===== config.mk =====
export PLATFORM = sky130hd
export DESIGN_NAME = vid_timing_seq
export DESIGN_NICKNAME = d
export VERILOG_FILES = /design/src/rtl/vts_pkg.sv /design/src/rtl/vts_shadow.sv /design/src/rtl/vts_counters.sv /design/src/rtl/vts_decode.sv /design/src/rtl/vts_polarity.sv /design/src/rtl/vid_timing_seq.sv
export SDC_FILE = /design/constraint.sdc
export NUM_CORES = 1
export LEC_CHECK = 0
export BUFFER_PORTS_ARGS = -buffer_cell sky130_fd_sc_hd__buf_2
export CORE_MARGIN = 4
export CORE_UTILIZATION = 50
export CTS_CLUSTER_DIAMETER = 150
export CTS_CLUSTER_SIZE = 28
export DETAILED_ROUTE_END_ITERATION = 7
export GPL_TIMING_DRIVEN = 1
export PLACE_DENSITY_LB_ADDON = 0.25
export RECOVER_POWER = 50
export SLEW_MARGIN = 15
export SYNTH_ARGS = -nofsm -noshare
export SYNTH_HDL_FRONTEND = slang
export SYNTH_SLANG_ARGS = --single-unit
export TNS_END_PERCENT = 1

===== constraint.sdc =====
create_clock -name clk -period 7.8 [get_ports clk]
set_input_delay 0.78 -clock clk [delete_from_list [all_inputs] [get_ports clk]]
set_output_delay 0.78 -clock clk [all_outputs]
set_load 0.01 [all_outputs]

===== src/rtl/vts_pkg.sv =====
package vts_pkg;
    parameter int HW  = 12;
    parameter int VW  = 10;
    parameter int PW  = 14;
    parameter int LPW = 6;
    parameter int NPOL = 3;

    localparam int LW = VW + 2;
    localparam int SW = ((PW > HW) ? PW : HW) + 2;

    typedef enum logic [1:0] {
        RG_SYNC  = 2'd0,
        RG_BACK  = 2'd1,
        RG_ACTV  = 2'd2,
        RG_FRONT = 2'd3
    } region_e;

    typedef enum logic [1:0] {
        VT_PULSE = 2'd0,
        VT_EVENT = 2'd1,
        VT_BURST = 2'd2,
        VT_RSVD  = 2'd3
    } vtype_e;

    typedef struct packed {
        vtype_e           vtype;
        logic [HW-1:0]    hsa;
        logic [HW-1:0]    hbp;
        logic [HW-1:0]    hline;
        logic [VW-1:0]    vsa;
        logic [VW-1:0]    vbp;
        logic [VW-1:0]    vact;
        logic [VW-1:0]    vfp;
        logic [PW-1:0]    pkt;
        logic [LPW-1:0]   lp_en;
        logic             lp_cmd;
    } cfg_t;

    function automatic region_e classify(input logic [SW-1:0] pos,
                                         input logic [SW-1:0] b0,
                                         input logic [SW-1:0] b1,
                                         input logic [SW-1:0] b2);
        if (pos < b0)      return RG_SYNC;
        else if (pos < b1) return RG_BACK;
        else if (pos < b2) return RG_ACTV;
        else               return RG_FRONT;
    endfunction
endpackage


===== src/rtl/vts_shadow.sv =====
module vts_shadow
    import vts_pkg::*;
(
    input  logic clk,
    input  logic rst,
    input  logic load,
    input  cfg_t cfg_i,
    output cfg_t cfg_o
);
    always_ff @(posedge clk) begin
        if (rst)       cfg_o <= '0;
        else if (load) cfg_o <= cfg_i;
    end
endmodule


===== src/rtl/vts_counters.sv =====
module vts_counters
    import vts_pkg::*;
(
    input  logic          clk,
    input  logic          rst,
    input  logic          run,
    input  cfg_t          cfg,
    output logic          started,
    output logic [HW-1:0] hpos,
    output logic [LW-1:0] line,
    output logic          load
);
    logic [LW-1:0] total;
    logic          h_last;
    logic          l_last;

    assign total  = LW'(cfg.vsa) + LW'(cfg.vbp) + LW'(cfg.vact) + LW'(cfg.vfp);
    assign h_last = (hpos == cfg.hline - HW'(1));
    assign l_last = (line == total - LW'(1));
    assign load   = run && (!started || (h_last && l_last));

    always_ff @(posedge clk) begin
        if (rst || !run) begin
            started <= 1'b0;
            hpos    <= '0;
            line    <= '0;
        end else if (!started) begin
            started <= 1'b1;
            hpos    <= '0;
            line    <= '0;
        end else if (h_last) begin
            hpos <= '0;
            line <= l_last ? '0 : line + LW'(1);
        end else begin
            hpos <= hpos + HW'(1);
        end
    end
endmodule


===== src/rtl/vts_decode.sv =====
module vts_decode
    import vts_pkg::*;
(
    input  logic          started,
    input  logic [HW-1:0] hpos,
    input  logic [LW-1:0] line,
    input  cfg_t          cfg,
    output region_e       h_region,
    output region_e       v_region,
    output logic          raw_hs,
    output logic          raw_vs,
    output logic          raw_de,
    output logic          sync_start,
    output logic          sync_end,
    output logic          pkt_req,
    output logic          lp_ok,
    output logic          lp_cmd_ok,
    output logic          frame_start
);
    logic [SW-1:0] h_b0, h_b1, h_b2, hp;
    logic [SW-1:0] v_b0, v_b1, v_b2, lp;
    logic          burst;
    logic          act_line;
    logic          lp_sel;

    assign burst = (cfg.vtype == VT_BURST);
    assign hp    = SW'(hpos);
    assign lp    = SW'(line);
    assign h_b0  = SW'(cfg.hsa);
    assign h_b1  = h_b0 + SW'(cfg.hbp);
    assign h_b2  = burst ? (h_b1 + SW'(1)) : (h_b1 + SW'(cfg.pkt));
    assign v_b0  = SW'(cfg.vsa);
    assign v_b1  = v_b0 + SW'(cfg.vbp);
    assign v_b2  = v_b1 + SW'(cfg.vact);

    assign h_region = classify(hp, h_b0, h_b1, h_b2);
    assign v_region = classify(lp, v_b0, v_b1, v_b2);
    assign act_line = (v_region == RG_ACTV);

    always_comb begin
        lp_sel = 1'b0;
        unique case (v_region)
            RG_SYNC:  lp_sel = cfg.lp_en[0];
            RG_BACK:  lp_sel = cfg.lp_en[1];
            RG_FRONT: lp_sel = cfg.lp_en[2];
            RG_ACTV: begin
                unique case (h_region)
                    RG_SYNC:  lp_sel = cfg.lp_en[5];
                    RG_BACK:  lp_sel = cfg.lp_en[3];
                    RG_FRONT: lp_sel = cfg.lp_en[4];
                    RG_ACTV:  lp_sel = 1'b0;
                endcase
            end
        endcase
    end

    assign raw_hs      = started && (h_region == RG_SYNC);
    assign raw_vs      = started && (v_region == RG_SYNC);
    assign raw_de      = started && act_line && (h_region == RG_ACTV);
    assign pkt_req     = started && act_line && (hp == h_b1);
    assign sync_start  = started && (hpos == '0);
    assign sync_end    = started && (cfg.vtype == VT_PULSE) && (hp == h_b0);
    assign lp_ok       = started && lp_sel;
    assign lp_cmd_ok   = lp_ok && cfg.lp_cmd;
    assign frame_start = started && (hpos == '0) && (line == '0);
endmodule


===== src/rtl/vts_polarity.sv =====
module vts_polarity
    import vts_pkg::*;
(
    input  logic [NPOL-1:0] raw,
    input  logic [NPOL-1:0] pol,
    output logic [NPOL-1:0] lvl
);
    for (genvar i = 0; i < NPOL; i++) begin : g_pol
        assign lvl[i] = raw[i] ^ pol[i];
    end
endmodule


===== src/rtl/vid_timing_seq.sv =====
module vid_timing_seq
    import vts_pkg::*;
(
    input  logic                 clk,
    input  logic                 rst,
    input  logic                 power_up,
    input  logic                 cmd_mode,
    input  logic [1:0]           vid_type,
    input  logic [HW-1:0]        hsa_time,
    input  logic [HW-1:0]        hbp_time,
    input  logic [HW-1:0]        hline_time,
    input  logic [VW-1:0]        vsa_lines,
    input  logic [VW-1:0]        vbp_lines,
    input  logic [VW-1:0]        vact_lines,
    input  logic [VW-1:0]        vfp_lines,
    input  logic [PW-1:0]        pkt_pixels_cfg,
    input  logic [LPW-1:0]       lp_region_en,
    input  logic                 lp_cmd_en,
    input  logic [NPOL-1:0]      pol_ctl,
    output logic                 hsync_o,
    output logic                 vsync_o,
    output logic                 de_o,
    output logic [1:0]           h_region_o,
    output logic [1:0]           v_region_o,
    output logic                 sync_start_o,
    output logic                 sync_end_o,
    output logic                 pkt_req_o,
    output logic [PW-1:0]        pkt_size_o,
    output logic                 lp_ok_o,
    output logic                 lp_cmd_ok_o,
    output logic [LW-1:0]        line_cnt_o,
    output logic                 frame_start_o
);
    cfg_t          cfg_in;
    cfg_t          sh;
    logic          run;
    logic          load;
    logic          started;
    logic [HW-1:0] hpos;
    logic [LW-1:0] line;
    region_e       h_reg, v_reg;
    logic          raw_hs, raw_vs, raw_de;
    logic [NPOL-1:0] lvl;

    assign run = power_up && !cmd_mode;

    always_comb begin
        cfg_in.vtype  = vtype_e'(vid_type);
        cfg_in.hsa    = hsa_time;
        cfg_in.hbp    = hbp_time;
        cfg_in.hline  = hline_time;
        cfg_in.vsa    = vsa_lines;
        cfg_in.vbp    = vbp_lines;
        cfg_in.vact   = vact_lines;
        cfg_in.vfp    = vfp_lines;
        cfg_in.pkt    = pkt_pixels_cfg;
        cfg_in.lp_en  = lp_region_en;
        cfg_in.lp_cmd = lp_cmd_en;
    end

    vts_shadow u_shadow (
        .clk   (clk),
        .rst   (rst),
        .load  (load),
        .cfg_i (cfg_in),
        .cfg_o (sh)
    );

    vts_counters u_cnt (
        .clk     (clk),
        .rst     (rst),
        .run     (run),
        .cfg     (sh),
        .started (started),
        .hpos    (hpos),
        .line    (line),
        .load    (load)
    );

    vts_decode u_dec (
        .started     (started),
        .hpos        (hpos),
        .line        (line),
        .cfg         (sh),
        .h_region    (h_reg),
        .v_region    (v_reg),
        .raw_hs      (raw_hs),
        .raw_vs      (raw_vs),
        .raw_de      (raw_de),
        .sync_start  (sync_start_o),
        .sync_end    (sync_end_o),
        .pkt_req     (pkt_req_o),
        .lp_ok       (lp_ok_o),
        .lp_cmd_ok   (lp_cmd_ok_o),
        .frame_start (frame_start_o)
    );

    vts_polarity u_pol (
        .raw (3'({raw_hs, raw_vs, raw_de})),
        .pol (pol_ctl),
        .lvl (lvl)
    );

    assign de_o       = lvl[0];
    assign vsync_o    = lvl[1];
    assign hsync_o    = lvl[2];
    assign h_region_o = h_reg;
    assign v_region_o = v_reg;
    assign pkt_size_o = sh.pkt;
    assign line_cnt_o = line;
endmodule


==> results.json <==
{
  "status": "finished clean",
  "cts_tree": "done",
  "setup_viol": 0,
  "wire_per_inst_microns": 16.4,
  "cp_data_arrival_time_ns": 7.09,
  "clk_pin_slew_worst_paths_ns": 0.06,
  "drtPass1Iterations": 5,
  "die_w_microns": 150,
  "cp_max_fo": 45,
  "synth_top_area_share_pct": 24.5,
  "p_comb_share_pct": 27.4,
  "period_needed_ns": 6.80,
  "fp.dieH_microns": 150,
  "cts_made_buffers": 17,
  "synthTopCellsByCount": "nor2_1 (167), ha_1 (142), dfxtp_1 (124)",
  "syn_nets": 1458,
  "finalClockSkew_ns": 0.00972,
  "critPathMaxStageDelay_ns": 1.19,
  "drt-initial-drc-count": 499,
  "finalWirelength_microns": 26100,
  "area_delta_synth_final_pct": 13.2,
  "vias_per_cell": 5.47,
  "swShare_pct": 32.2,
  "hold_violations": 0,
  "critPathSlowestCell": "a41o_2",
  "synthTopCellsByArea": "dfxtp_1 (24%), ha_1 (18%), mux2i_1 (9.9%)",
  "fin_tns_setup_ns": 0,
  "syn_area_per_cell_sq_um": 8.48,
  "gp_congestion": 0.901,
  "synth_seq_cells": 124,
  "layout.area.seq_sq_mm": 0.00248,
  "rsz0062_at_grt": "no",
  "start_kind": "flop",
  "synth.cell_area_sq_mm": 0.0101,
  "cp-end-kind": "flop",
  "maxSlewViolCount": 0,
  "startpoint": "u_shadow.cfg_o[41]",
  "cp_cell_sequence": "ha_1 > fa_1 > a21oi_1 > nor2_1 > nor2_1 > o21bai_1 > a21oi_1 > o21bai_1 > a21oi_1 > xnor2_1 > inv_1 > fa_1 > inv_1 > ha_1 > o21ai_0 > nand2b_1 > a2111o_1 > o211ai_1 > nor4b_1 > a41o_2 > buf_4 > mux2i_1 > nor2_1",
  "drc": 0,
  "critical_path_required_ns": 8.09,
  "cts.sinks": 124,
  "portBuffers": 144,
  "critical_path_class": "reg2reg",
  "async_flop_share_pct": 0,
  "switching_power_mw": 0.650,
  "power.density_mw_per_mm2": 176,
  "rows": 51,
  "reg2reg_to": "u_shadow.cfg_o[21]",
  "seq_power_share_pct": 33.8,
  "fillers": 1859,
  "n_antenna_cell": 0,
  "grt_max_degree": 70,
  "die_area_sq_mm": 0.0226,
  "pwr-share-clk_pct": 38.8,
  "antenna_found_initial": 2,
  "cts_setup_buffers": 0,
  "hold_buffers": 0,
  "place_area_sq_mm": 0.0110,
  "nets": 1578,
  "grt_overflow": 0,
  "path_buf_inv": 3,
  "hold_class": "reg2reg",
  "clk_path_buf_depth": 2,
  "reg2reg_slack_ns": 1.0,
  "insertion_delay_ns": 0.43,
  "core_sq_mm": 0.0197,
  "ys.flop_type": "dfxtp_1",
  "grt_pass1_wl_microns": 42000,
  "cp.depth": 23,
  "num_io_pins": 145,
  "vias": 8723,
  "ir_drop_mv": 0.143,
  "tightest_slew_ns": 1.46,
  "drive_gt1_share_pct": 12.0,
  "hpwl_microns": 20500,
  "fmax_ghz": 0.147,
  "r2r_cells": 23,
  "yosysWarnings": 0,
  "seq_area_frac_synth_pct": 24.5,
  "p_leak_nw": 5.15,
  "maxSlewHeadroom_pct": 2.48,
  "crit_family": "compound AO/OA/AOI/OAI gates",
  "fin_crit_sh_pct": 87.2,
  "track_usage_pct": 23.6,
  "cp-endpoint": "u_shadow.cfg_o[21]",
  "yosys.area.top_type": "dfxtp_1",
  "cts_max_level": 4,
  "synth_most_common_cell": "nor2_1",
  "clockRootBuffer": "clkbuf_16",
  "cts_resized": 0,
  "synth_edf_count": 0,
  "postRouteAntennaNets": 0,
  "netlist_instances": 1196,
  "maxCapViolCount": 0,
  "multi_input_area_sq_mm": 0.00693,
  "grt_pass1_vias": 8373,
  "p_int_mw": 1.37,
  "r2r_start": "u_shadow.cfg_o[41]",
  "start_util_pct": 51.4,
  "final_area_sq_mm": 0.0115,
  "synth.distinct_cells": 62
}
-- how the worst min path moves through the flow --
| stage | startpoint | end | cells past startpoint |
|---|---|---|---|
| after global placement | u_shadow.cfg_o[30] | u_shadow.cfg_o[30] | 2 |
| after floorplan | u_shadow.cfg_o[1] | u_shadow.cfg_o[1] | 2 |
| after CTS | u_shadow.cfg_o[4] | u_shadow.cfg_o[4] | 2 |
| final | u_shadow.cfg_o[4] | u_shadow.cfg_o[4] | 2 |
| after global routing | u_shadow.cfg_o[25] | u_shadow.cfg_o[25] | 2 |
| after detailed placement | u_shadow.cfg_o[28] | u_shadow.cfg_o[28] | 2 |
-- cell usage in the layout (no fill, tap or decap), types with 5 or more instances in the layout --
master | synthesis | final
nor4b_1 | 4 | 5
buf_2 | 0 | 111
a31oi_1 | 8 | 8
nor4_1 | 9 | 9
inv_1 | 116 | 116
or3_1 | 6 | 6
ha_1 | 142 | 142
o21a_1 | 9 | 9
nand3_1 | 38 | 38
clkbuf_1 | 22 | 34
o211ai_1 | 6 | 6
a21o_1 | 19 | 19
a211oi_1 | 12 | 12
xnor2_1 | 58 | 58
nor2b_1 | 6 | 6
o21ai_0 | 30 | 30
nand2_1 | 37 | 37
dfxtp_1 | 124 | 124
fa_1 | 14 | 14
o21bai_1 | 7 | 7
nand4_1 | 12 | 12
nor3_1 | 27 | 27
or2_2 | 6 | 6
nand2b_1 | 13 | 13
mux2i_1 | 100 | 100
o31ai_1 | 8 | 8
clkbuf_16 | 0 | 17
xor2_1 | 42 | 42
a21oi_1 | 60 | 60
and3_1 | 10 | 10
or4_1 | 5 | 5
nor2_1 | 167 | 167
-- layer usage --
layer	wire length, microns	GRT usage (%)	up-vias
met5	31	0	-
met4	648	7.37	4
met3	1360	4.67	44
met2	12700	41.5	218
met1	11300	28.9	4048
li1	-	-	4409
-- final cells by class --
| cell class | instances | share of cell area [%] |
|---|---|---|
| Inverter | 116 | 3.79 |
| Timing Repair Buffer | 148 | 6.25 |
| Clock inverter | 13 | 1.13 |
| Tap cell | 265 | 2.89 |
| Multi-Input combinational cell | 909 | 60.4 |
| Clock buffer | 19 | 3.94 |
| Sequential cell | 124 | 21.6 |
-- logic make-up (layout without fill, tap and decap cells) --
| kind of cell | Yosys count | after routing | share of synthesized area [%] |
|---|---|---|---|
| buf+inv | 163 | 296 | 7.11 |
| simple gates | 359 | 359 | 17.0 |
| compound gates | 193 | 193 | 12.5 |
| fa+ha+maj | 156 | 156 | 20.3 |
| mux | 101 | 101 | 9.98 |
| xor+xnor | 100 | 100 | 8.64 |
| flops | 124 | 124 | 24.5 |
-- power by group through the flow --
| stage | sequential, mW | combinational, mW | clock (mW) |
|---|---|---|---|
| after floorplan | 0.687 | 0.435 | 0 |
| after global placement | 0.696 | 0.541 | 0 |
| after detailed placement | 0.697 | 0.552 | 0 |
| after CTS | 0.683 | 0.557 | 0.799 |
| after global routing | 0.686 | 0.622 | 0.825 |
| final | 0.683 | 0.553 | 0.783 |
-- stage by stage --
step	total power, mW	hold WS, ns	cells	setup WS (ns)	util (%)
after floorplan	1.12	0.451	1196	2.53	-
after global placement	1.24	0.478	1562	1.71	55.6
after detailed placement	1.25	0.486	1562	1.53	55.6
after CTS	2.04	0.505	1594	1.02	58.6
after global routing	2.13	0.534	1594	0.437	58.2
final	2.02	0.501	1594	0.996	58.2
-- sequential cells by signal, summed over array words and instances, names as in the netlist --
name	flops
u_shadow.cfg_o	99
u_cnt.hpos	12
u_cnt.line	12
u_cnt.started	1
-- tightest hold or removal path, stage by stage, from the launching register on --
cell	delay (ns)
dfxtp_1	0.33
mux2i_1	0.07
nor2_1	0.07
Note: power is estimated with default switching activity, not from simulation.
